### src/rtl/swp_pkg.sv
package swp_pkg;

   // Bit-cell phase: waiting, inside the low part, inside the high part.
   typedef enum logic [1:0] {
      CELL_IDLE = 2'd0,
      CELL_LOW  = 2'd1,
      CELL_HIGH = 2'd2
   } cell_st_t;

   // Bits needed to hold the product of a CNT_W-bit count and a constant k.
   function automatic int prod_width(input int cnt_w, input int k);
      return cnt_w + $clog2(k + 1);
   endfunction

endpackage

### src/rtl/swp_sat_cnt.sv
module swp_sat_cnt #(
   parameter int W = 12
) (
   input  logic         clk_i,
   input  logic         rst_ni,
   input  logic         load_i,
   input  logic         inc_i,
   output logic [W-1:0] q_o
);

   localparam logic [W-1:0] CNT_MAX = {W{1'b1}};

   if (W < 2) begin : g_bad_w
      $error("swp_sat_cnt: W must be at least 2");
   end

   always_ff @(posedge clk_i or negedge rst_ni) begin
      if (!rst_ni)                        q_o <= '0;
      else if (load_i)                    q_o <= W'(1);
      else if (inc_i && (q_o != CNT_MAX)) q_o <= q_o + W'(1);
   end

   // a full counter that is asked to count stays at its maximum.
   p_no_wrap_r9: assert property (@(posedge clk_i) disable iff (!rst_ni)
      (q_o == CNT_MAX && inc_i && !load_i) |=> (q_o == CNT_MAX));

   // a load always restarts the count at one sample.
   p_load_one_r2: assert property (@(posedge clk_i) disable iff (!rst_ni)
      load_i |=> (q_o == W'(1)));

endmodule

### src/rtl/swp_line_sync.sv
module swp_line_sync #(
   parameter int   STAGES   = 2,
   parameter logic IDLE_LVL = 1'b1
) (
   input  logic clk_i,
   input  logic rst_ni,
   input  logic line_i,
   output logic level_o,
   output logic fall_o,
   output logic rise_o
);

   if (STAGES < 2) begin : g_bad_stages
      $error("swp_line_sync: STAGES must be at least 2");
   end

   logic [STAGES-1:0] sh_q;
   logic              prev_q;

   // Shift chain, reset to the idle level so no edge appears at reset release.
   for (genvar i = 0; i < STAGES; i++) begin : g_stage
      if (i == 0) begin : g_first
         always_ff @(posedge clk_i or negedge rst_ni) begin
            if (!rst_ni) sh_q[0] <= IDLE_LVL;
            else         sh_q[0] <= line_i;
         end
      end else begin : g_next
         always_ff @(posedge clk_i or negedge rst_ni) begin
            if (!rst_ni) sh_q[i] <= IDLE_LVL;
            else         sh_q[i] <= sh_q[i-1];
         end
      end
   end

   always_ff @(posedge clk_i or negedge rst_ni) begin
      if (!rst_ni) prev_q <= IDLE_LVL;
      else         prev_q <= sh_q[STAGES-1];
   end

   assign level_o = sh_q[STAGES-1];
   assign fall_o  = prev_q & ~level_o;
   assign rise_o  = ~prev_q & level_o;

endmodule

### src/rtl/swp_bit_cell.sv
module swp_bit_cell
   import swp_pkg::*;
#(
   parameter int CNT_W = 12,
   parameter int TOL   = 2
) (
   input  logic             clk_i,
   input  logic             rst_ni,
   input  logic             level_i,
   input  logic             fall_i,
   input  logic             rise_i,
   input  logic             abort_i,
   input  logic [CNT_W-1:0] ref_i,
   output logic             bit_valid_o,
   output logic             bit_val_o,
   output logic             seq_end_o,
   output logic [CNT_W:0]   bit_len_o
);

   localparam int               SUM_W   = CNT_W + 1;
   localparam logic [CNT_W-1:0] CNT_MAX = {CNT_W{1'b1}};
   localparam logic [SUM_W-1:0] TOL_V   = SUM_W'(TOL);

   cell_st_t         st_q, st_d;
   logic [CNT_W-1:0] low_q, high_q, high_nxt;
   logic             low_ld, low_inc, high_ld, high_inc;
   logic             in_high, end_fall, end_exp, cell_one, accept;
   logic [SUM_W-1:0] sum_run, sum_fall, cell_len, ref_w, lim;

   swp_sat_cnt #(.W(CNT_W)) u_low_cnt (
      .clk_i (clk_i), .rst_ni(rst_ni),
      .load_i(low_ld), .inc_i(low_inc), .q_o(low_q)
   );

   swp_sat_cnt #(.W(CNT_W)) u_high_cnt (
      .clk_i (clk_i), .rst_ni(rst_ni),
      .load_i(high_ld), .inc_i(high_inc), .q_o(high_q)
   );

   assign low_ld   = fall_i;
   assign low_inc  = (st_q == CELL_LOW) && !level_i;
   assign high_ld  = (st_q == CELL_LOW) && rise_i;
   assign high_inc = (st_q == CELL_HIGH) && level_i;

   // High-sample count including the current sample.
   assign high_nxt = (st_q == CELL_LOW) ? CNT_W'(1)
                   : ((high_q == CNT_MAX) ? high_q : high_q + CNT_W'(1));

   assign in_high  = ((st_q == CELL_LOW) && rise_i)
                  || ((st_q == CELL_HIGH) && level_i && !fall_i);
   assign sum_run  = {1'b0, low_q} + {1'b0, high_nxt};
   assign sum_fall = {1'b0, low_q} + {1'b0, high_q};
   assign ref_w    = {1'b0, ref_i};
   assign lim      = ref_w + TOL_V;

   assign end_fall = (st_q == CELL_HIGH) && fall_i;
   assign end_exp  = in_high && !abort_i && (sum_run >= ref_w);
   assign cell_len = end_fall ? sum_fall : sum_run;
   assign cell_one = end_fall ? (low_q < high_q) : (low_q < high_nxt);
   assign accept   = (end_fall || end_exp) && (cell_len <= lim);

   always_comb begin
      st_d = st_q;
      if (fall_i)                           st_d = CELL_LOW;
      else if (abort_i)                     st_d = CELL_IDLE;
      else if (end_exp)                     st_d = CELL_IDLE;
      else if ((st_q == CELL_LOW) && rise_i) st_d = CELL_HIGH;
   end

   always_ff @(posedge clk_i or negedge rst_ni) begin
      if (!rst_ni) begin
         st_q        <= CELL_IDLE;
         bit_valid_o <= 1'b0;
         bit_val_o   <= 1'b0;
         seq_end_o   <= 1'b0;
         bit_len_o   <= '0;
      end else begin
         st_q        <= st_d;
         bit_valid_o <= accept;
         seq_end_o   <= end_exp;
         if (accept) begin
            bit_val_o <= cell_one;
            bit_len_o <= cell_len;
         end
      end
   end

   // every strobed cell fits inside the limit plus tolerance.
   p_len_window_r4: assert property (@(posedge clk_i) disable iff (!rst_ni)
      bit_valid_o |-> (bit_len_o <= ({1'b0, ref_i} + TOL_V)));

   // strobes are single cycles.
   p_strobe_single_r2: assert property (@(posedge clk_i) disable iff (!rst_ni)
      bit_valid_o |=> !bit_valid_o);

   // a cell abandoned for a sync frame yields no bit.
   p_abort_quiet_r8: assert property (@(posedge clk_i) disable iff (!rst_ni)
      abort_i |=> !bit_valid_o);

endmodule

### src/rtl/swp_sync_det.sv
module swp_sync_det
   import swp_pkg::*;
#(
   parameter int CNT_W      = 12,
   parameter int SYNC_MIN   = 232,
   parameter int SYNC_MAX   = 1138,
   parameter int BIT_CLKS   = 22,
   parameter int SCALE_LOG2 = 7,
   parameter bit ROUND_CEIL = 1'b1
) (
   input  logic             clk_i,
   input  logic             rst_ni,
   input  logic             level_i,
   input  logic             fall_i,
   input  logic             rise_i,
   output logic             hit_o,
   output logic             sync_o,
   output logic [CNT_W-1:0] period_o,
   output logic [CNT_W-1:0] ref_new_o
);

   localparam int               PROD_W = prod_width(CNT_W, BIT_CLKS);
   localparam logic [CNT_W-1:0] WIN_LO = CNT_W'(SYNC_MIN);
   localparam logic [CNT_W-1:0] WIN_HI = CNT_W'(SYNC_MAX);

   logic [CNT_W-1:0]  low_len;
   logic [PROD_W-1:0] prod, scaled;

   swp_sat_cnt #(.W(CNT_W)) u_len_cnt (
      .clk_i (clk_i), .rst_ni(rst_ni),
      .load_i(fall_i), .inc_i(!level_i), .q_o(low_len)
   );

   assign hit_o = rise_i && (low_len >= WIN_LO) && (low_len <= WIN_HI);
   assign prod  = PROD_W'(low_len) * PROD_W'(BIT_CLKS);

   if (ROUND_CEIL) begin : g_ceil
      assign scaled = (prod + PROD_W'((1 << SCALE_LOG2) - 1)) >> SCALE_LOG2;
   end else begin : g_floor
      assign scaled = prod >> SCALE_LOG2;
   end

   always_ff @(posedge clk_i or negedge rst_ni) begin
      if (!rst_ni) begin
         sync_o    <= 1'b0;
         period_o  <= '0;
         ref_new_o <= '0;
      end else begin
         sync_o <= hit_o;
         if (hit_o) begin
            period_o  <= low_len;
            ref_new_o <= CNT_W'(scaled);
         end
      end
   end

   // a published period always lies in the sync window.
   p_sync_window_r6: assert property (@(posedge clk_i) disable iff (!rst_ni)
      sync_o |-> ((period_o >= WIN_LO) && (period_o <= WIN_HI)));

   // the period estimate moves only together with a sync pulse.
   p_per_hold_r7: assert property (@(posedge clk_i) disable iff (!rst_ni)
      !sync_o |-> $stable(period_o));

endmodule

### src/rtl/swp_bit_rx.sv
module swp_bit_rx #(
   parameter int CNT_W        = 12,
   parameter int SYNC_STAGES  = 2,
   parameter int BIT_REF_INIT = 196,
   parameter int TOL          = 2,
   parameter int SYNC_MIN     = 232,
   parameter int SYNC_MAX     = 1138,
   parameter int BIT_CLKS     = 22,
   parameter int SCALE_LOG2   = 7,
   parameter bit ROUND_CEIL   = 1'b1
) (
   input  logic             clk_i,
   input  logic             rst_ni,
   input  logic             line_i,
   output logic             bit_valid_o,
   output logic             bit_val_o,
   output logic             sync_o,
   output logic [CNT_W-1:0] period_o
);

   localparam int               CNT_TOP = (1 << CNT_W) - 1;
   localparam logic [CNT_W-1:0] REF_RST = CNT_W'(BIT_REF_INIT);
   localparam logic [CNT_W-1:0] REF_SAT = {CNT_W{1'b1}};

   if (SYNC_MIN < 1 || SYNC_MIN > SYNC_MAX || SYNC_MAX >= CNT_TOP) begin : g_bad_win
      $error("swp_bit_rx: sync window must satisfy 1 <= MIN <= MAX < counter top");
   end
   if (BIT_REF_INIT < 2 || BIT_REF_INIT + TOL >= CNT_TOP) begin : g_bad_ref
      $error("swp_bit_rx: BIT_REF_INIT out of range for CNT_W");
   end
   if (TOL < 0 || BIT_CLKS < 1 || SCALE_LOG2 < 1) begin : g_bad_scale
      $error("swp_bit_rx: TOL, BIT_CLKS or SCALE_LOG2 invalid");
   end

   logic             level, fall, rise, hit, seq_end, seq_first_q;
   logic [CNT_W:0]   bit_len;
   logic [CNT_W-1:0] ref_q, ref_new;

   swp_line_sync #(.STAGES(SYNC_STAGES), .IDLE_LVL(1'b1)) u_line (
      .clk_i  (clk_i),
      .rst_ni (rst_ni),
      .line_i (line_i),
      .level_o(level),
      .fall_o (fall),
      .rise_o (rise)
   );

   swp_bit_cell #(.CNT_W(CNT_W), .TOL(TOL)) u_cell (
      .clk_i      (clk_i),
      .rst_ni     (rst_ni),
      .level_i    (level),
      .fall_i     (fall),
      .rise_i     (rise),
      .abort_i    (hit),
      .ref_i      (ref_q),
      .bit_valid_o(bit_valid_o),
      .bit_val_o  (bit_val_o),
      .seq_end_o  (seq_end),
      .bit_len_o  (bit_len)
   );

   swp_sync_det #(
      .CNT_W     (CNT_W),
      .SYNC_MIN  (SYNC_MIN),
      .SYNC_MAX  (SYNC_MAX),
      .BIT_CLKS  (BIT_CLKS),
      .SCALE_LOG2(SCALE_LOG2),
      .ROUND_CEIL(ROUND_CEIL)
   ) u_sync (
      .clk_i    (clk_i),
      .rst_ni   (rst_ni),
      .level_i  (level),
      .fall_i   (fall),
      .rise_i   (rise),
      .hit_o    (hit),
      .sync_o   (sync_o),
      .period_o (period_o),
      .ref_new_o(ref_new)
   );

   // Limit register: rescaled on sync, adopted from the first bit of a sequence.
   always_ff @(posedge clk_i or negedge rst_ni) begin
      if (!rst_ni) begin
         ref_q       <= REF_RST;
         seq_first_q <= 1'b1;
      end else begin
         if (sync_o)
            ref_q <= ref_new;
         else if (bit_valid_o && seq_first_q)
            ref_q <= bit_len[CNT_W] ? REF_SAT : bit_len[CNT_W-1:0];

         if (sync_o || seq_end)  seq_first_q <= 1'b1;
         else if (bit_valid_o)   seq_first_q <= 1'b0;
      end
   end

   // the limit never collapses to zero.
   p_ref_positive_r5: assert property (@(posedge clk_i) disable iff (!rst_ni)
      ref_q != '0);

   // a sync pulse and a bit strobe never coincide.
   p_sync_excl_r8: assert property (@(posedge clk_i) disable iff (!rst_ni)
      sync_o |-> !bit_valid_o);

endmodule

### config.mk
export PLATFORM = sky130hd
export DESIGN_NAME = swp_bit_rx
export DESIGN_NICKNAME = d
export VERILOG_FILES = /design/src/rtl/swp_pkg.sv /design/src/rtl/swp_sat_cnt.sv /design/src/rtl/swp_line_sync.sv /design/src/rtl/swp_bit_cell.sv /design/src/rtl/swp_sync_det.sv /design/src/rtl/swp_bit_rx.sv
export SDC_FILE = /design/constraint.sdc
export NUM_CORES = 1
export LEC_CHECK = 0
export BUFFER_PORTS_ARGS = -buffer_cell sky130_fd_sc_hd__buf_2
export CAP_MARGIN = 20
export CELL_PAD_IN_SITES_DETAIL_PLACEMENT = 0
export CELL_PAD_IN_SITES_GLOBAL_PLACEMENT = 1
export CORE_ASPECT_RATIO = 1.75
export CORE_UTILIZATION = 45
export DETAILED_ROUTE_END_ITERATION = 12
export MAX_ROUTING_LAYER = met4
export PLACE_DENSITY_LB_ADDON = 0.1
export SETUP_SLACK_MARGIN = 0.02
export SYNTH_ARGS = -nofsm -noshare
export SYNTH_HDL_FRONTEND = slang
export SYNTH_SLANG_ARGS = --single-unit
### constraint.sdc
create_clock -name clk_i -period 8.68 [get_ports clk_i]
set_input_delay 0 -clock clk_i [delete_from_list [all_inputs] [get_ports clk_i]]
set_output_delay 0 -clock clk_i [all_outputs]
set_load 0.05 [all_outputs]
* Word level (Yosys, flattened, before mapping)
Index checks and enable logic that the tools add are counted.
** Operators by class
- Shift operators :: 0
- Divide/modulo/power cells :: 0
- Bitwise gates (word level) :: 4
- Eq/ne operators :: 6
- Reduce and logical (&&, ||, !) cells :: 26
- Add/sub/neg operators :: 7
- Muxes and demuxes :: 19
- $mul :: 1
- Magnitude comparators :: 6
** Operator list (count)
- $mux W12 :: 11
- $add A12 B1 Y12 const B :: 3
- $ne A12 B12 Y1 const B :: 3
- $add A12 B12 Y13 :: 2
- $lt A12 B12 Y1 :: 2
- $add A17 B7 Y17 const B :: 1
- $mul A12 B4 Y16 const B :: 1
- $logic_and A1 B1 Y1 :: 14
- $add A12 B2 Y13 const B :: 1
- $ge A13 B12 Y1 :: 1
- $le A13 B13 Y1 :: 1
- $mux W13 :: 1
- $eq A12 B12 Y1 const B :: 1
- $ge A12 B8 Y1 const B :: 1
- $le A12 B11 Y1 const B :: 1
- $reduce_bool A2 Y1 :: 5
- $mux W2 :: 4
- $reduce_bool A4 Y1 :: 1
- $logic_not A1 Y1 :: 3
- $logic_or A1 B1 Y1 :: 3
- $mux W1 :: 3
- $and A1 B1 Y1 :: 2
- $eq A2 B1 Y1 const B :: 1
- $eq A2 B2 Y1 const B :: 1
- $not A1 Y1 :: 2
** Word-level totals
- Memories :: 0
- RAM bits :: 0
- Bits in latches :: 0
- Logic and storage cells :: 85
- Memory bits (read-only) :: 0
- Register bits :: 93
- Output and inout port bits :: 15

* Logic depth before layout (Yosys ltp)
Gate-level depths: netlist (run 1).
- Depth in word-level cells :: 10
- Depth in mapped cells :: 27
- Depth with buffers taken out :: 25

* By module
Synthesis (run 1) repeated with hierarchy kept, for this count alone.
** Unflattened totals
- Cells, all modules :: 1001
- Area total of the unflattened synthesis :: 9049.9 um2
** Modules (own cells, without submodules)
- swp_bit_cell :: seq. area each 450.4 um2, area an instance 3786.1 um2, cells an instance 481, instances 1
- swp_sync_det :: seq. area each 575.6 um2, area an instance 2383.5 um2, cells an instance 260, instances 1
- swp_sat_cnt :: seq. area each 300.3 um2, area an instance 716.9 um2, cells an instance 70, instances 3
- swp_bit_rx :: seq. area each 330.3 um2, area an instance 635.6 um2, cells an instance 45, instances 1
- swp_line_sync :: seq. area each 78.8 um2, area an instance 93.8 um2, cells an instance 5, instances 1

* Least setup slack after synthesis (run 1)
OpenSTA, ideal clock, no wires.
- Kind :: reg-to-reg
- From :: register u_cell.u_high_cnt.q_o[0]
- To :: register u_cell.bit_val_o
- Library setup time :: 0.128 ns
- Slack :: 3.500 ns
- Cell stages (with the launch flop) :: 27
- Arrival time :: 5.052 ns
- Required time :: 8.552 ns
- Path through :: dfrtp_1 > ha_1 > nand3_1 > nor4_1 > nand3_1 > clkbuf_1 > xnor2_1 > nand2_1 > ha_1 > inv_1 > fa_1 > o21bai_1 > a21oi_1 > o21ai_0 > a2111oi_0 > nor2_1 > xnor2_1 > ha_1 > a211oi_1 > nand2_1 > nor2_1 > nand2_1 > o21ai_0 > a311oi_2 > o21ai_2 > buf_4 > mux2_1
** On the way
- Longest elaborated chain between the ends :: 8
- Elaborated cells on any way between the ends :: 15
- Those cells by class :: add/sub: 3; order compare: 4; eq/ne: 1; mux: 4; reduce/logical: 3
** RTL lines
- from (decl) :: RTL line swp_sat_cnt.sv:8 : output logic [W-1:0] q_o
- from (signal assigned) :: RTL line swp_sat_cnt.sv:20 : else if (inc_i && (q_o != CNT_MAX)) q_o <= q_o + W'(1);
- $add A12 B1 Y12 or $eq A12 B12 Y1 (tied branches) :: RTL line swp_bit_cell.sv:47 : : ((high_q == CNT_MAX) ? high_q : high_q + CNT_W'(1));
- $mux W12 * :: RTL line swp_bit_cell.sv:47
- $mux W12 * :: RTL line swp_bit_cell.sv:46 : assign high_nxt = (st_q == CELL_LOW) ? CNT_W'(1)
- $add A12 B12 Y13 * :: RTL line swp_bit_cell.sv:51 : assign sum_run = {1'b0, low_q} + {1'b0, high_nxt};
- $ge A13 B12 Y1 * :: RTL line swp_bit_cell.sv:57 : assign end_exp = in_high && !abort_i && (sum_run >= ref_w);
- $logic_and A1 B1 Y1 * :: RTL line swp_bit_cell.sv:57
- net u_cell.end_exp :: RTL line swp_bit_cell.sv:27 : logic in_high, end_fall, end_exp, cell_one, accept;
- $logic_or A1 B1 Y1 * :: RTL line swp_bit_cell.sv:60 : assign accept = (end_fall || end_exp) && (cell_len <= lim);
- $logic_and A1 B1 Y1 * :: RTL line swp_bit_cell.sv:60
- to (signal assigned) :: RTL line swp_bit_cell.sv:82 : bit_val_o <= cell_one;
- to (decl) :: RTL line swp_bit_cell.sv:15 : output logic bit_val_o,
Mark *: on every way through the listed nets, which the timed path passes. The rest lies on a longest branch.
A chain may end at the register's enable or synchronous reset.

* Worst setup path in the final report (run 1)
- From :: register u_cell.u_high_cnt.q_o[0]
- To :: register u_cell.bit_len_o[7]
** On the way
- Longest elaborated chain between the ends :: 8
- Elaborated cells on any way between the ends :: 12
- Those cells by class :: add/sub: 3; order compare: 2; eq/ne: 1; mux: 3; reduce/logical: 3
** RTL lines
- $add A12 B1 Y12 or $eq A12 B12 Y1 (tied branches) :: RTL line swp_bit_cell.sv:47
- $mux W12 * :: RTL line swp_bit_cell.sv:47
- $mux W12 * :: RTL line swp_bit_cell.sv:46
- $add A12 B12 Y13 * :: RTL line swp_bit_cell.sv:51
- $ge A13 B12 Y1 * :: RTL line swp_bit_cell.sv:57
- $logic_and A1 B1 Y1 * :: RTL line swp_bit_cell.sv:57
- net u_cell.end_exp :: RTL line swp_bit_cell.sv:27
- $logic_or A1 B1 Y1 * :: RTL line swp_bit_cell.sv:60
- $logic_and A1 B1 Y1 * :: RTL line swp_bit_cell.sv:60
- to (signal assigned) :: RTL line swp_bit_cell.sv:83 : bit_len_o <= cell_len;
- to (decl) :: RTL line swp_bit_cell.sv:17 : output logic [CNT_W:0] bit_len_o
Marks and branches as above.

==> results of run 1 <==
-- metrics by stage --
| step | setup WS (ns) | power, mW | hold slack, ns | std cells |
|---|---|---|---|---|
| after floorplan | 3.50 | 1.14 | -0.296 | 954 |
| after global placement | 2.51 | 1.38 | -0.0820 | 1185 |
| after detailed placement | 2.40 | 1.39 | -0.0752 | 1185 |
| after CTS | 2.34 | 1.78 | 0.0852 | 1203 |
| after global routing | 1.68 | 1.90 | 0.129 | 1203 |
| final | 2.39 | 1.75 | 0.0812 | 1203 |
-- flip-flops by register name, summed over array words and instances, names as in the netlist, 2 cells and up --
signal,flops
u_cell.st_q,2
ref_q,12
u_sync.u_len_cnt.q_o,12
u_cell.u_high_cnt.q_o,12
u_cell.u_low_cnt.q_o,12
u_sync.ref_new_o,10
u_cell.bit_len_o,13
u_sync.period_o,12
-- final cells by class --
class,count,share of cell area
sequential,93,0.268
timing repair buffer,22,0.0150
clock inverter,5,0.00388
clock buffer,11,0.0279
multi-input combinational,730,0.604
tap,231,0.0332
inverter,111,0.0479
-- cells in the final DEF, fill, tap and decap left out, types with 4 or more instances in the layout --
cell type                   instances
sky130_fd_sc_hd__o21bai_1           4
sky130_fd_sc_hd__fa_1              11
sky130_fd_sc_hd__nand3_1           24
sky130_fd_sc_hd__ha_1             111
sky130_fd_sc_hd__dfrtp_1           86
sky130_fd_sc_hd__a21oi_1           43
sky130_fd_sc_hd__nor2b_1           10
sky130_fd_sc_hd__nor2_1            88
sky130_fd_sc_hd__dfstp_2            7
sky130_fd_sc_hd__nand4_1            8
sky130_fd_sc_hd__and2_1             4
sky130_fd_sc_hd__or3_1              9
sky130_fd_sc_hd__inv_1            108
sky130_fd_sc_hd__a211o_1            4
sky130_fd_sc_hd__xnor2_1           58
sky130_fd_sc_hd__buf_2             16
sky130_fd_sc_hd__o21a_1            12
sky130_fd_sc_hd__buf_4              4
sky130_fd_sc_hd__o21ai_1            9
sky130_fd_sc_hd__o22ai_1           13
sky130_fd_sc_hd__a21o_1             8
sky130_fd_sc_hd__clkbuf_16          9
sky130_fd_sc_hd__nand2b_1          14
sky130_fd_sc_hd__xor2_1            14
sky130_fd_sc_hd__a211oi_1          13
sky130_fd_sc_hd__and3_1             8
sky130_fd_sc_hd__mux2_1            13
sky130_fd_sc_hd__o21ai_0           57
sky130_fd_sc_hd__nor3_1            21
sky130_fd_sc_hd__nand2_1          100
sky130_fd_sc_hd__nor4_1            11
sky130_fd_sc_hd__o31ai_1            7
-- what timing repair did --
item	4_1_cts	5_1_grt
endpoints found under the hold margin	25	0
setup endpoints to repair	0	0
hold buffers	2	0
-- critical path, stage by stage, from the launching register on --
cell                        delay [ns]
sky130_fd_sc_hd__dfrtp_1          0.51
sky130_fd_sc_hd__ha_1             0.27
sky130_fd_sc_hd__nand3_1          0.19
sky130_fd_sc_hd__nor4_1           0.53
sky130_fd_sc_hd__nand3_1          0.47
sky130_fd_sc_hd__xnor2_1          0.29
sky130_fd_sc_hd__nand2_1          0.11
sky130_fd_sc_hd__ha_1             0.24
sky130_fd_sc_hd__inv_1            0.07
sky130_fd_sc_hd__fa_1             0.20
sky130_fd_sc_hd__o21bai_1         0.09
sky130_fd_sc_hd__a21oi_1          0.26
sky130_fd_sc_hd__o21ai_0          0.16
sky130_fd_sc_hd__a2111oi_0        0.45
sky130_fd_sc_hd__nor2_1           0.11
sky130_fd_sc_hd__xnor2_1          0.16
sky130_fd_sc_hd__ha_1             0.19
sky130_fd_sc_hd__a211oi_1         0.22
sky130_fd_sc_hd__nand2_1          0.10
sky130_fd_sc_hd__nor2_1           0.09
sky130_fd_sc_hd__nand2_1          0.05
sky130_fd_sc_hd__o21ai_0          0.18
sky130_fd_sc_hd__a311oi_2         0.17
sky130_fd_sc_hd__o21ai_2          0.65
sky130_fd_sc_hd__mux2_1           0.39
-- Yosys cell counts (3+ instances only) --
master                     number
sky130_fd_sc_hd__a21o_1         8
sky130_fd_sc_hd__o31ai_1        7
sky130_fd_sc_hd__dfstp_2        7
sky130_fd_sc_hd__nor3b_1        3
sky130_fd_sc_hd__xor2_1        14
sky130_fd_sc_hd__a211o_1        4
sky130_fd_sc_hd__clkbuf_1      16
sky130_fd_sc_hd__and4_1         3
sky130_fd_sc_hd__mux2_2         3
sky130_fd_sc_hd__a211oi_1      13
sky130_fd_sc_hd__o211ai_1       3
sky130_fd_sc_hd__dfrtp_1       86
sky130_fd_sc_hd__and3_1         8
sky130_fd_sc_hd__nand2_1      100
sky130_fd_sc_hd__nor2b_1       10
sky130_fd_sc_hd__o21a_1        12
sky130_fd_sc_hd__nor3_1        21
sky130_fd_sc_hd__xnor2_1       58
sky130_fd_sc_hd__nand3b_1       3
sky130_fd_sc_hd__a21oi_1       43
sky130_fd_sc_hd__o21ai_1        9
sky130_fd_sc_hd__a31oi_1        3
sky130_fd_sc_hd__inv_1        108
sky130_fd_sc_hd__o21ai_0       57
sky130_fd_sc_hd__nand4_1        8
sky130_fd_sc_hd__mux2_1        13
sky130_fd_sc_hd__nor2_1        88
sky130_fd_sc_hd__nand3_1       24
sky130_fd_sc_hd__nor4_1        11
sky130_fd_sc_hd__ha_1         111
sky130_fd_sc_hd__and2_1         4
sky130_fd_sc_hd__nand2b_1      14
sky130_fd_sc_hd__o22ai_1       13
sky130_fd_sc_hd__inv_2          3
sky130_fd_sc_hd__o21bai_1       4
sky130_fd_sc_hd__or3_1          9
sky130_fd_sc_hd__fa_1          11
-- final timing paths --
kind,from,cells past startpoint,end
worst max-delay path,u_cell.u_high_cnt.q_o[0],24,u_cell.bit_len_o[7]
worst min-delay path,rst_ni,2,u_cell.u_high_cnt.q_o[6]
worst max register to register,u_cell.u_high_cnt.q_o[0],24,u_cell.bit_len_o[7]
worst min register to register,u_line.sh_q[0],0,u_line.level_o
max in group asynchronous,rst_ni,3,u_cell.bit_len_o[12]
min in group clk_i,line_i,2,u_line.sh_q[0]
-- cell families (layout without fill, tap and decap cells) --
family / after synthesis / after routing / share of synthesized area
compound gates: 203 / 203 / 0.161
simple gates: 315 / 315 / 0.187
flops: 93 / 93 / 0.288
buf+inv: 131 / 149 / 0.0632
fa+ha+maj: 122 / 122 / 0.199
mux: 18 / 18 / 0.0247
xor+xnor: 72 / 72 / 0.0779
-- metal layers --
metal,GRT usage,vias up,routed length (um)
met3,0.0222,40,282
met1,0.251,3079,8100
met2,0.474,66,12000
li1,-,3298,-
met4,0.116,0,824
met5,-,-,0
-- power groups by stage --
stage | combinational [mW] | sequential, mW | clock (mW)
finish | 0.787 | 0.590 | 0.377
CTS | 0.799 | 0.590 | 0.388
detailed placement | 0.792 | 0.597 | 0
global route | 0.894 | 0.600 | 0.403
global placement | 0.783 | 0.597 | 0
floorplan | 0.567 | 0.574 | 0
==> results.md, run 1 <==
Synth:
- The average instance in the mapped netlist occupies 8.49 um^2.
- After synthesis, the cell types taking the most area are sky130_fd_sc_hd__dfrtp_1, sky130_fd_sc_hd__ha_1, sky130_fd_sc_hd__xnor2_1.
- The share of synthesized area in the top cell type comes to 0.266.
- The count of distinct cell types in the synthesized netlist is 71.
- The async set-reset flop share out of synthesis is 1.00.
- The largest total area in the synthesized netlist belongs to sky130_fd_sc_hd__dfrtp_1.
- After synthesis the netlist holds a flip-flop and latch count of 93.
- The total nets after synthesis is 1,079.
- After synthesis the cells add up to 8100 um^2.
- The number of cells produced by synthesis is 954.
- The synthesis warning total is 0.
- The number of synthesized flops with an enable pin is 0.
- The sequential fraction of the synthesis area is 0.288.
- For this run, the leading register cell type out of synthesis is sky130_fd_sc_hd__dfrtp_1.

Floorplanning:
- The die is 179 um tall.
- The count of pins on the block boundary is 18.
- Row generation in the floorplan step produced 64 rows.
- For this configuration, the core starts out at a cell density of 0.462.
- After floorplanning, the core was sized to cover 17,500 um^2.
- The die covers 18,600 um^2.
- The chip width is 103 um.

Placement:
- Routability-driven placement finished with a final weighted congestion of 0.860.
- The number of port buffers is 17.
- Once detailed placement completed, the half-perimeter wirelength came to 17,200 um.
- The placed cell area is 8400 um^2.

Worst setup path:
- The sort of element at the end of the critical path is a flop.
- The setup path with the least slack is of type reg -> reg.
- The worst-case register-to-register setup slack is 2.39 ns.
- The critical path data arrival time is 6.53 ns.
- The element type at the critical path start is a flop.
- In this run the worst path has a maximum fanout of 15.
- The critical path data required time is 8.92 ns.

Finish:
- The final layout contains 1,092 nets.
- In the final layout, flip-flops and latches occupy 2340 um^2.
- The multi-input gate area in the final layout is 5250 um^2.
- The final core area utilization is 0.496.
- The fraction of final layout cells sized beyond drive strength 1 is 0.0679.
- The number of fill cells in the layout is 1,803.
- The final instance area is 8700 um^2.
- The antenna diode count is 0.
- The area growth from synthesis to final layout is 7.41%.

Route:
- After detailed routing, the number of vias per cell comes to 5.39.
- The routed design has 21,200 um of wire.
- The number of violations reported at the end of detailed-routing iteration 0 is 161.
- In this run the remaining antenna-violating nets after routing total 0.
- The first detailed-routing pass took 4 iterations.
- Dividing the detail-routed wire length by the instance count gives 17.7 um.
- For this run, design rule violations remaining after detail routing come to 0.
- The routed layout has 6,483 vias.

Timing:
- Clock skew on the completed layout was measured at 0.00912 ns.
- The final count of hold timing violations is 0.
- Headroom to the max-slew limit came out at 0.382.
- Based on the critical path, the design can be clocked at up to 159 MHz.
- Of the available clock period, the critical path in the final layout requires 0.724.
- At the pin with the least slew margin, the transition time is 0.927 ns.
- After routing, the total negative slack on setup checks comes to 0 ns.
- The post-layout minimum cycle time is 6.29 ns.
- The number of pins with negative max-slew slack in the final report is 0.
- Setup repair after global routing left no endpoint under its margin.
- Setup violations remaining at the end of the flow were counted as 0.

Pwr:
- Of the total power, the share spent switching nets is 0.410.
- The worst-case IR drop observed on VDD is 0.0878 mV.
- Of the total power, combinational logic draws 0.449.
- Of the total power, registers draw 0.336.
- The net switching power of the design is 719 uW.
- Internal power comes to 1.04 mW.
- For this design the static power due to leakage is 4.38 nW.
- Dividing total power by cell area gives a power density of 202 nW/um^2.
- The proportion of power drawn by the clock network is 0.215.

Global routing:
- For this run, the total global-route usage over all layers was measured as 0.252.
- The number of global-route vias before repair was 6,693.
- The total overflow left after global routing is 0.
- The initial antenna violation count is 0.
- The largest net degree at the start of global routing is 70.
- The first global-routing pass estimated 34,100 um of wire.

CTS:
- The clock passes through at most 2 buffers.
- The count of buffers added by post-CTS timing repair for setup is 0.
- The number of H-tree levels is 3.
- After clock tree synthesis, the clock-pin slew on the worst setup and hold paths is 0.07 ns.
- CTS saw 93 sinks.
- The number of gates resized after CTS was 0.
- The clock latency on the worst-skew pair is 0.36 ns.
- The master cell of the clock root buffer is sky130_fd_sc_hd__clkbuf_16.
- The number of clock buffers added by TritonCTS is 9.
- TritonCTS built the clock tree.

Status:
- The run finished with clean final reports.

Worst hold path:
- In this run the worst hold path is classified as in -> async.

Job:
- The reported max-cap violation count is 0.
No activity file was read; power rests on OpenSTA's default activity.
==> run 2: changes to the inputs <==
clock period = 5.4 ns   (was 8.68 ns; I/O delays follow)
==> run 2 against run 1 <==
Net effect: power increased by 67%; combinational power increased by 64%; hold slack improved by 0.031 ns; sequential cell count unchanged; die area unchanged; critical path type unchanged; critical endpoint is now u_cell.bit_len_o[5]; largest power group unchanged.
==> results.md, run 2 (synthesis gave the netlist of run 1 again) <==
Status:
- The flow ran to the end, and the final reports show no timing, DRC or antenna violations.

Worst setup path:
- The worst flop-to-flop path endpoint is u_cell.bit_len_o[5].
- The sort of element at the end of the critical path is a flop.
- The critical path data required time was 5.63 ns (-3.29 ns).
- The category of the critical setup timing path is reg -> reg.
- The cell with the largest stage delay on the worst path is sky130_fd_sc_hd__dfrtp_1.
- The worst flop-to-flop path startpoint is u_cell.u_high_cnt.q_o[0].
- The critical path data arrival time was 5.19 ns (-1.34 ns).
- The depth of the worst register-to-register path is 25 (+4.2%).
- The worst-case register-to-register setup slack came to 0.44 ns (-1.95 ns).
- The maximum single-stage delay on the critical path came to 0.35 ns (-0.30 ns).
- The element type at the critical path start is a flop.
- The worst-path maximum fanout came to 15 (unchanged).

Timing:
- The post-layout minimum cycle time is 4.96 ns (-1.33 ns).
- Setup repair after global routing left no endpoint under its margin.
- The maximum achievable frequency was 202 MHz (+27%).
- The final count of hold timing violations is 0 (unchanged).
- The pin slew with the least headroom to its limit is 0.838 ns (-0.0882 ns).
- The final setup violation count is 0 (unchanged).
- The final setup skew was 0.00657 ns (-0.00255 ns).
- The relative max-transition margin is 0.441 (+0.0588).
- The post-route fraction of the period consumed by the critical path is 0.918 (+0.194).
- The number of pins with negative max-slew slack in the final report is 0 (unchanged).

Pwr:
- The sequential share of power is 0.319 (-0.017).
- The worst ir drop on vdd is 0.170 mV (+93%).
- The net switching power of the design is 1.14 mW (+59%).
- The total power divided by cell area is 328 nW/um^2 (+63%).
- The total power is 2.92 mW (+67%).
- The static leakage power is 4.51 nW (+2.9%).
- The switching portion of total power is 0.391 (-0.0190).
- The share of power burned in combinational logic is 0.440 (-0.009).
- The cell internal power dissipation is 1.78 mW (+72%).
- The proportion of power drawn by the clock network is 0.241 (+0.026).

Global routing:
- The first-pass GRT wire length is 35,200 um (+3.3%).
- In this run the most used layer during global routing was met2.
- The met1 capacity usage during global routing came to 0.269 (+0.0182).
- The met2 layer usage reported by global route came to 0.481 (+0.00609).
- The number of global-route vias before repair is 6,711 (+0.27%).
- The all-layer global routing usage is 0.259 (+0.00678).
- The global routing met3 resource utilization is 0.0284 (+0.00622).
- The aggregate global routing overflow is 0 (unchanged).
- The initial antenna violation count is 0 (unchanged).
- The largest net degree at the start of global routing is 65 (-7.1%).

Finish:
- The most common library cell in the layout ignoring fill and taps is sky130_fd_sc_hd__ha_1.
- The top cell types in the final layout, fill and taps aside, are sky130_fd_sc_hd__ha_1, sky130_fd_sc_hd__inv_1, sky130_fd_sc_hd__nand2_1.
- The fraction of final layout cells sized beyond drive strength 1 is 0.0863 (+0.0184).
- The count of non-filler cells in the finished layout is 1,216 (+1.1%).
- The area growth from synthesis to final layout is 10.0%.
- The multi-input gate area in the final layout is 5300 um^2 (+0.91%).
- The number of fill cells in the layout is 1,742 (-3.4%).
- The sequential standard cell area is 2340 um^2 (unchanged).
- The antenna diode count is 0 (unchanged).
- The layout net count is 1,105 (+1.2%).
- The register with the most flip-flops in the final layout is u_cell.bit_len_o.
- The flip-flop count of the largest register, all copies and words added was 13 (unchanged).

CTS:
- TritonCTS built the clock tree.
- The count of buffers added by post-CTS timing repair for setup is 0 (unchanged).
- The CTS sink count came to 93 (unchanged).
- The master cell of the clock root buffer is sky130_fd_sc_hd__clkbuf_16.
- The number of buffers created by CTS came to 9 (unchanged).
- The clock latency on the worst-skew pair is 0.35 ns (about the same).
- The maximum clock path buffer count is 2 (unchanged).
- The number of H-tree levels is 3 (unchanged).
- The clock transition at the registers of the reported paths is 0.06 ns (about the same).

Route:
- The routed length per placed instance is 17.6 um (-0.52%).
- The detailed-route via count is 6,600 (+1.8%).
- The ratio of routed vias to standard cells was 5.43 (+0.72%).
- The count of antenna-violating nets left after detailed routing was 0 (unchanged).
- The number of violations reported at the end of detailed-routing iteration 0 is 300 (+86%).
- The length of the first detailed-routing pass in iterations is 4 (unchanged).
- The post-detailed-route DRC marker count is 0 (unchanged).
- The total wirelength of the detailed-routed design was 21,400 um (+0.56%).

Floorplanning:
- The count of pins on the block boundary is 18 (unchanged).
- The floorplan die area is 18,600 um^2 (unchanged).
- The y dimension of the die is 179 um (unchanged).
- The chip width is 103 um (unchanged).
- The placeable core region is 17,500 um^2 (unchanged).
- The row count is 64 (unchanged).
- The initial core utilization was 0.462 (unchanged).

Placement:
- The global placer's final weighted congestion is 0.867 (+0.83%).
- The number of cells after detailed placement came to 1,198 (+1.1%).
- The half-perimeter wire length of the detailed placement result is 17,100 um (-0.82%).
- The number of port buffers is 17 (unchanged).

Worst hold path:
- The worst hold path class is in -> async.

Job:
- The reported max-cap violation count came to 0 (unchanged).
==> run 2: critical path, delay by kind of cell (launching register included) <==
kind,cells,cell delay (ns)
compound gates,10,1.49
fa+ha+maj,3,0.87
xor+xnor,1,0.16
buf+inv,1,0.19
simple gates,9,1.45
mux,1,0.31
flops,1,0.35
==> run 2: power groups by stage <==
stage | registers, mW | clock network (mW) | logic (mW)
2_1_floorplan | 0.923 | 0 | 0.911
3_3_place_gp | 0.944 | 0 | 1.29
3_5_place_dp | 0.945 | 0 | 1.29
4_1_cts | 0.934 | 0.722 | 1.30
5_1_grt | 0.949 | 0.746 | 1.47
6_report | 0.934 | 0.703 | 1.29
==> run 2: cell type report <==
class	instances	area share
clock inverters	3	0.00772
well taps	231	0.0324
inverters	111	0.0468
clock buffers	13	0.0292
repair buffers	35	0.0270
flip-flops and latches	93	0.262
multi-input cells	730	0.595
==> run 2: how the worst max path moves through the flow <==
stage	start	to	slack, ns	cells after the start
floorplan	u_cell.u_high_cnt.q_o[0]	u_cell.bit_val_o	0.22	26
global route	u_cell.u_high_cnt.q_o[0]	u_cell.bit_len_o[5]	0.008	25
detailed placement	u_cell.u_high_cnt.q_o[0]	u_cell.bit_len_o[9]	-0.01	25
global placement	u_cell.u_high_cnt.q_o[0]	u_cell.bit_len_o[10]	0.1	25
finish	u_cell.u_high_cnt.q_o[0]	u_cell.bit_len_o[5]	0.44	25
CTS	u_cell.u_high_cnt.q_o[0]	u_cell.bit_len_o[5]	0.04	25
==> run 2: what timing repair did <==
item	4_1_cts	5_1_grt
endpoints found under the hold margin	30	0
pin swaps	0	2
endpoints found under the setup margin	13	16
hold buffers	2	0
resized for setup	1	9
==> run 2: through the flow <==
stage	setup slack [ns]	setup TNS (ns)	hold WS, ns	cell area [um^2]	utilization
final	0.443	0	0.112	8910	0.508
after global routing	0.00792	0	0.169	8910	0.508
after CTS	0.0412	0	0.119	8870	0.506
after detailed placement	-0.0111	-0.0879	-0.0455	8510	0.486
after global placement	0.0956	0	-0.0437	8510	0.486
after floorplan	0.220	0	-0.296	8100	-
==> run 2: per-layer routing <==
metal	wire (um)	share of wire
met5	0	0
met4	658	0.031
met3	431	0.020
met2	12100	0.57
met1	8150	0.38
==> run 3: changes to the inputs <==
CORE_UTILIZATION = 33   (was 45)
==> run 3 against run 2 <==
Net effect: cell area is 3.2% higher; die area grew 36%; wire length increased by 13%; non-clock buffer count rose by 21; critical endpoint is now u_cell.bit_len_o[7]; via count is 1.6% higher; global-route usage decreased by 4.8 points; utilization is 13 points lower; clock skew up 0.0018 ns; sequential share of layout area is 0.81 points lower.
==> results.md, run 3 (synthesis gave the netlist of run 1 again) <==
Timing:
- Setup repair after global routing left no endpoint under its margin.
- The final count of hold timing violations is 0 (unchanged).
- The post-route fraction of the period consumed by the critical path is 0.912 (-0.00631).
- The final setup skew came to 0.00841 ns (+0.00184 ns).
- The pin slew with the least headroom to its limit was 0.941 ns (+0.103 ns).
- The maximum achievable frequency came to 203 MHz (+0.69%).
- The setup TNS was 0 ns (unchanged).
- The post-layout minimum cycle time came to 4.92 ns (-0.0341 ns).
- The number of pins with negative max-slew slack in the final report is 0 (unchanged).
- The relative max-transition margin is 0.373 (-0.0686).
- The worst path setup slack after routing is 0.477 ns (+0.0341 ns).
- The final setup violation count was 0 (unchanged).

Finish:
- The flip-flop count of the largest register, all copies and words added is 13 (unchanged).
- The antenna diode count is 0 (unchanged).
- The count of non-filler cells in the finished layout is 1,315 (+8.1%).
- The final instance area is 9200 um^2 (+3.2%).
- The layout net count was 1,127 (+2.0%).
- The top cell types in the final layout, fill and taps aside, are sky130_fd_sc_hd__ha_1, sky130_fd_sc_hd__inv_1, sky130_fd_sc_hd__nand2_1.
- The register bank with the most flops is u_cell.bit_len_o.
- Relative to the synthesized area, the layout overhead comes to 13.5%.
- The fraction of final layout cells sized beyond drive strength 1 is 0.107 (+0.0210).
- The most common library cell in the layout ignoring fill and taps is sky130_fd_sc_hd__ha_1.
- The number of fill cells in the layout is 2,566 (+47%).

Placement:
- The global placer's final weighted congestion came to 0.854 (-1.6%).
- The number of port buffers came to 17 (unchanged).
- The placed cell area came to 8730 um^2 (+2.5%).
- The half-perimeter wire length of the detailed placement result came to 19,500 um (+14%).
- The number of cells after detailed placement is 1,292 (+7.8%).
- The worst slack at placement came to -0.135 ns (-0.124 ns).

Floorplanning:
- The initial core utilization is 0.337 (-0.125).
- The count of pins on the block boundary is 18 (unchanged).
- The placeable core region is 24,000 um^2 (+37%).
- The row count is 75 (+17%).
- The y dimension of the die is 209 um (+17%).
- The chip width came to 120 um (+16%).
- The floorplan die area came to 25,200 um^2 (+36%).

CTS:
- The clock transition at the registers of the reported paths is 0.07 ns (about the same).
- The clock tree from TritonCTS is done.
- The root buffer cell chosen for the clock tree is sky130_fd_sc_hd__clkbuf_16.
- The number of buffers created by CTS is 9 (unchanged).
- The clock latency on the worst-skew pair is 0.37 ns (+0.02 ns).
- The CTS sink count is 93 (unchanged).
- The number of H-tree levels was 3 (unchanged).
- The maximum clock path buffer count came to 2 (unchanged).

Route:
- The total wirelength of the detailed-routed design is 24,100 um (+13%).
- The length of the first detailed-routing pass in iterations was 4 (unchanged).
- The number of violations reported at the end of detailed-routing iteration 0 is 218 (-27%).
- The routed length per placed instance is 18.3 um (+4.3%).
- The ratio of routed vias to standard cells was 5.10 (-6.0%).
- The post-detailed-route DRC marker count came to 0 (unchanged).
- The count of antenna-violating nets left after detailed routing is 0 (unchanged).
- The detailed-route via count is 6,708 (+1.6%).

Pwr:
- The total power divided by cell area is 329 nW/um^2 (+0.39%).
- The cell internal power dissipation is 1.82 mW (+2.2%).
- The static leakage power came to 4.62 nW (+2.4%).
- The total power is 3.03 mW (+3.6%).
- The sequential share of power is 0.307 (-0.012).
- The switching portion of total power was 0.399 (+0.00845).
- The share of power burned in combinational logic is 0.450 (+0.010).
- The worst ir drop on vdd is 0.181 mV (+6.9%).
- The proportion of power drawn by the clock network came to 0.243 (+0.002).
- The net switching power of the design came to 1.21 mW (+5.8%).

Worst setup path:
- The worst setup path is launched from a flop.
- The critical path data required time is 5.65 ns (+0.02 ns).
- In this run the critical register-to-register path is launched from u_cell.u_high_cnt.q_o[1].
- The largest individual stage delay along the critical path comes from the cell sky130_fd_sc_hd__a2111oi_1.
- The depth of the worst register-to-register path came to 25 (unchanged).
- The maximum single-stage delay on the critical path is 0.41 ns (+0.06 ns).
- The startpoint of the most critical setup path is u_cell.u_high_cnt.q_o[1].
- The critical path data arrival time is 5.17 ns (-0.02 ns).
- The worst-path maximum fanout is 6 (-9).
- The most prevalent standard cell on the critical path is sky130_fd_sc_hd__ha_1.
- The category of the critical setup timing path is reg -> reg.
- The sort of element at the end of the critical path is a flop.

Worst hold path:
- The path class of the tightest hold or removal check is in -> async.

Job:
- The reported max-cap violation count is 0 (unchanged).

Global routing:
- The first-pass GRT wire length is 38,800 um (+10%).
- The all-layer global routing usage is 0.211 (-0.0481).
- The aggregate global routing overflow was 0 (unchanged).
- The initial antenna violation count came to 0 (unchanged).
- The largest net degree at the start of global routing is 68 (+4.6%).
- The number of global-route vias before repair is 7,139 (+6.4%).

Status:
- The run finished with clean final reports.
## run 3: final cells by class
cell class                      count  area, um^2  area share
Multi-Input combinational cell    731        5320       0.578
Sequential cell                    93        2340       0.254
Inverter                          111         417      0.0453
Timing Repair Buffer               56         398      0.0433
Tap cell                          308         385      0.0419
Clock buffer                       11         253      0.0275
Clock inverter                      5        88.8     0.00966
## run 3: per-stage QoR
| stage | hold WS, ns | util |
|---|---|---|
| 5_1_grt | 0.120 | 0.383 |
| 6_report | 0.0964 | 0.383 |
| 3_3_place_gp | -0.0398 | 0.363 |
| 3_5_place_dp | -0.0373 | 0.363 |
| 4_1_cts | 0.0912 | 0.379 |
| 2_1_floorplan | -0.296 | - |
## run 3: worst paths after layout
kind                                            end  slack (ns)
setup / recovery                u_cell.bit_len_o[7]        0.48
setup reg to reg                u_cell.bit_len_o[7]        0.48
hold / removal             u_cell.u_high_cnt.q_o[8]         0.1
hold reg to reg                      u_line.level_o        0.36
max in group asynchronous                 ref_q[10]        4.02
min in group clk_i                   u_line.sh_q[0]        0.27
## run 3: per-layer routing
metal  up-vias  global-route usage  wire length, um
met5         -                   -                0
met4         0               0.126             1350
li1       3371                   -                -
met2        81               0.397            13400
met1      3207               0.199             8850
met3        49              0.0283              467
## run 3: worst max-delay path, delay by kind of cell (launching register included)
kind | cells | cell delay (ns)
AND/OR/NAND/NOR | 8 | 1.12
AO/OA/AOI/OAI | 6 | 1.07
adder cells (fa/ha/maj) | 4 | 0.91
multiplexers | 2 | 0.62
buffers and inverters | 3 | 0.40
flip-flops | 1 | 0.35
XOR/XNOR | 2 | 0.30
## run 3: timing repair
action | in CTS | in global routing
pin swaps | 1 | 3
endpoints found under the setup margin | 14 | 16
endpoints found under the hold margin | 27 | 0
setup buffers | 1 | 3
hold buffers | 2 | 0
gates resized for setup | 1 | 10
cloned | 0 | 1
## run 3: power by group through the flow
stage               Combinational [mW]  Sequential (mW)  Clock [mW]
finish                            1.36            0.930       0.737
global route                      1.54            0.946       0.787
CTS                               1.37            0.932       0.768
detailed placement                1.36            0.943           0
global placement                  1.35            0.946           0
floorplan                        0.911            0.923           0
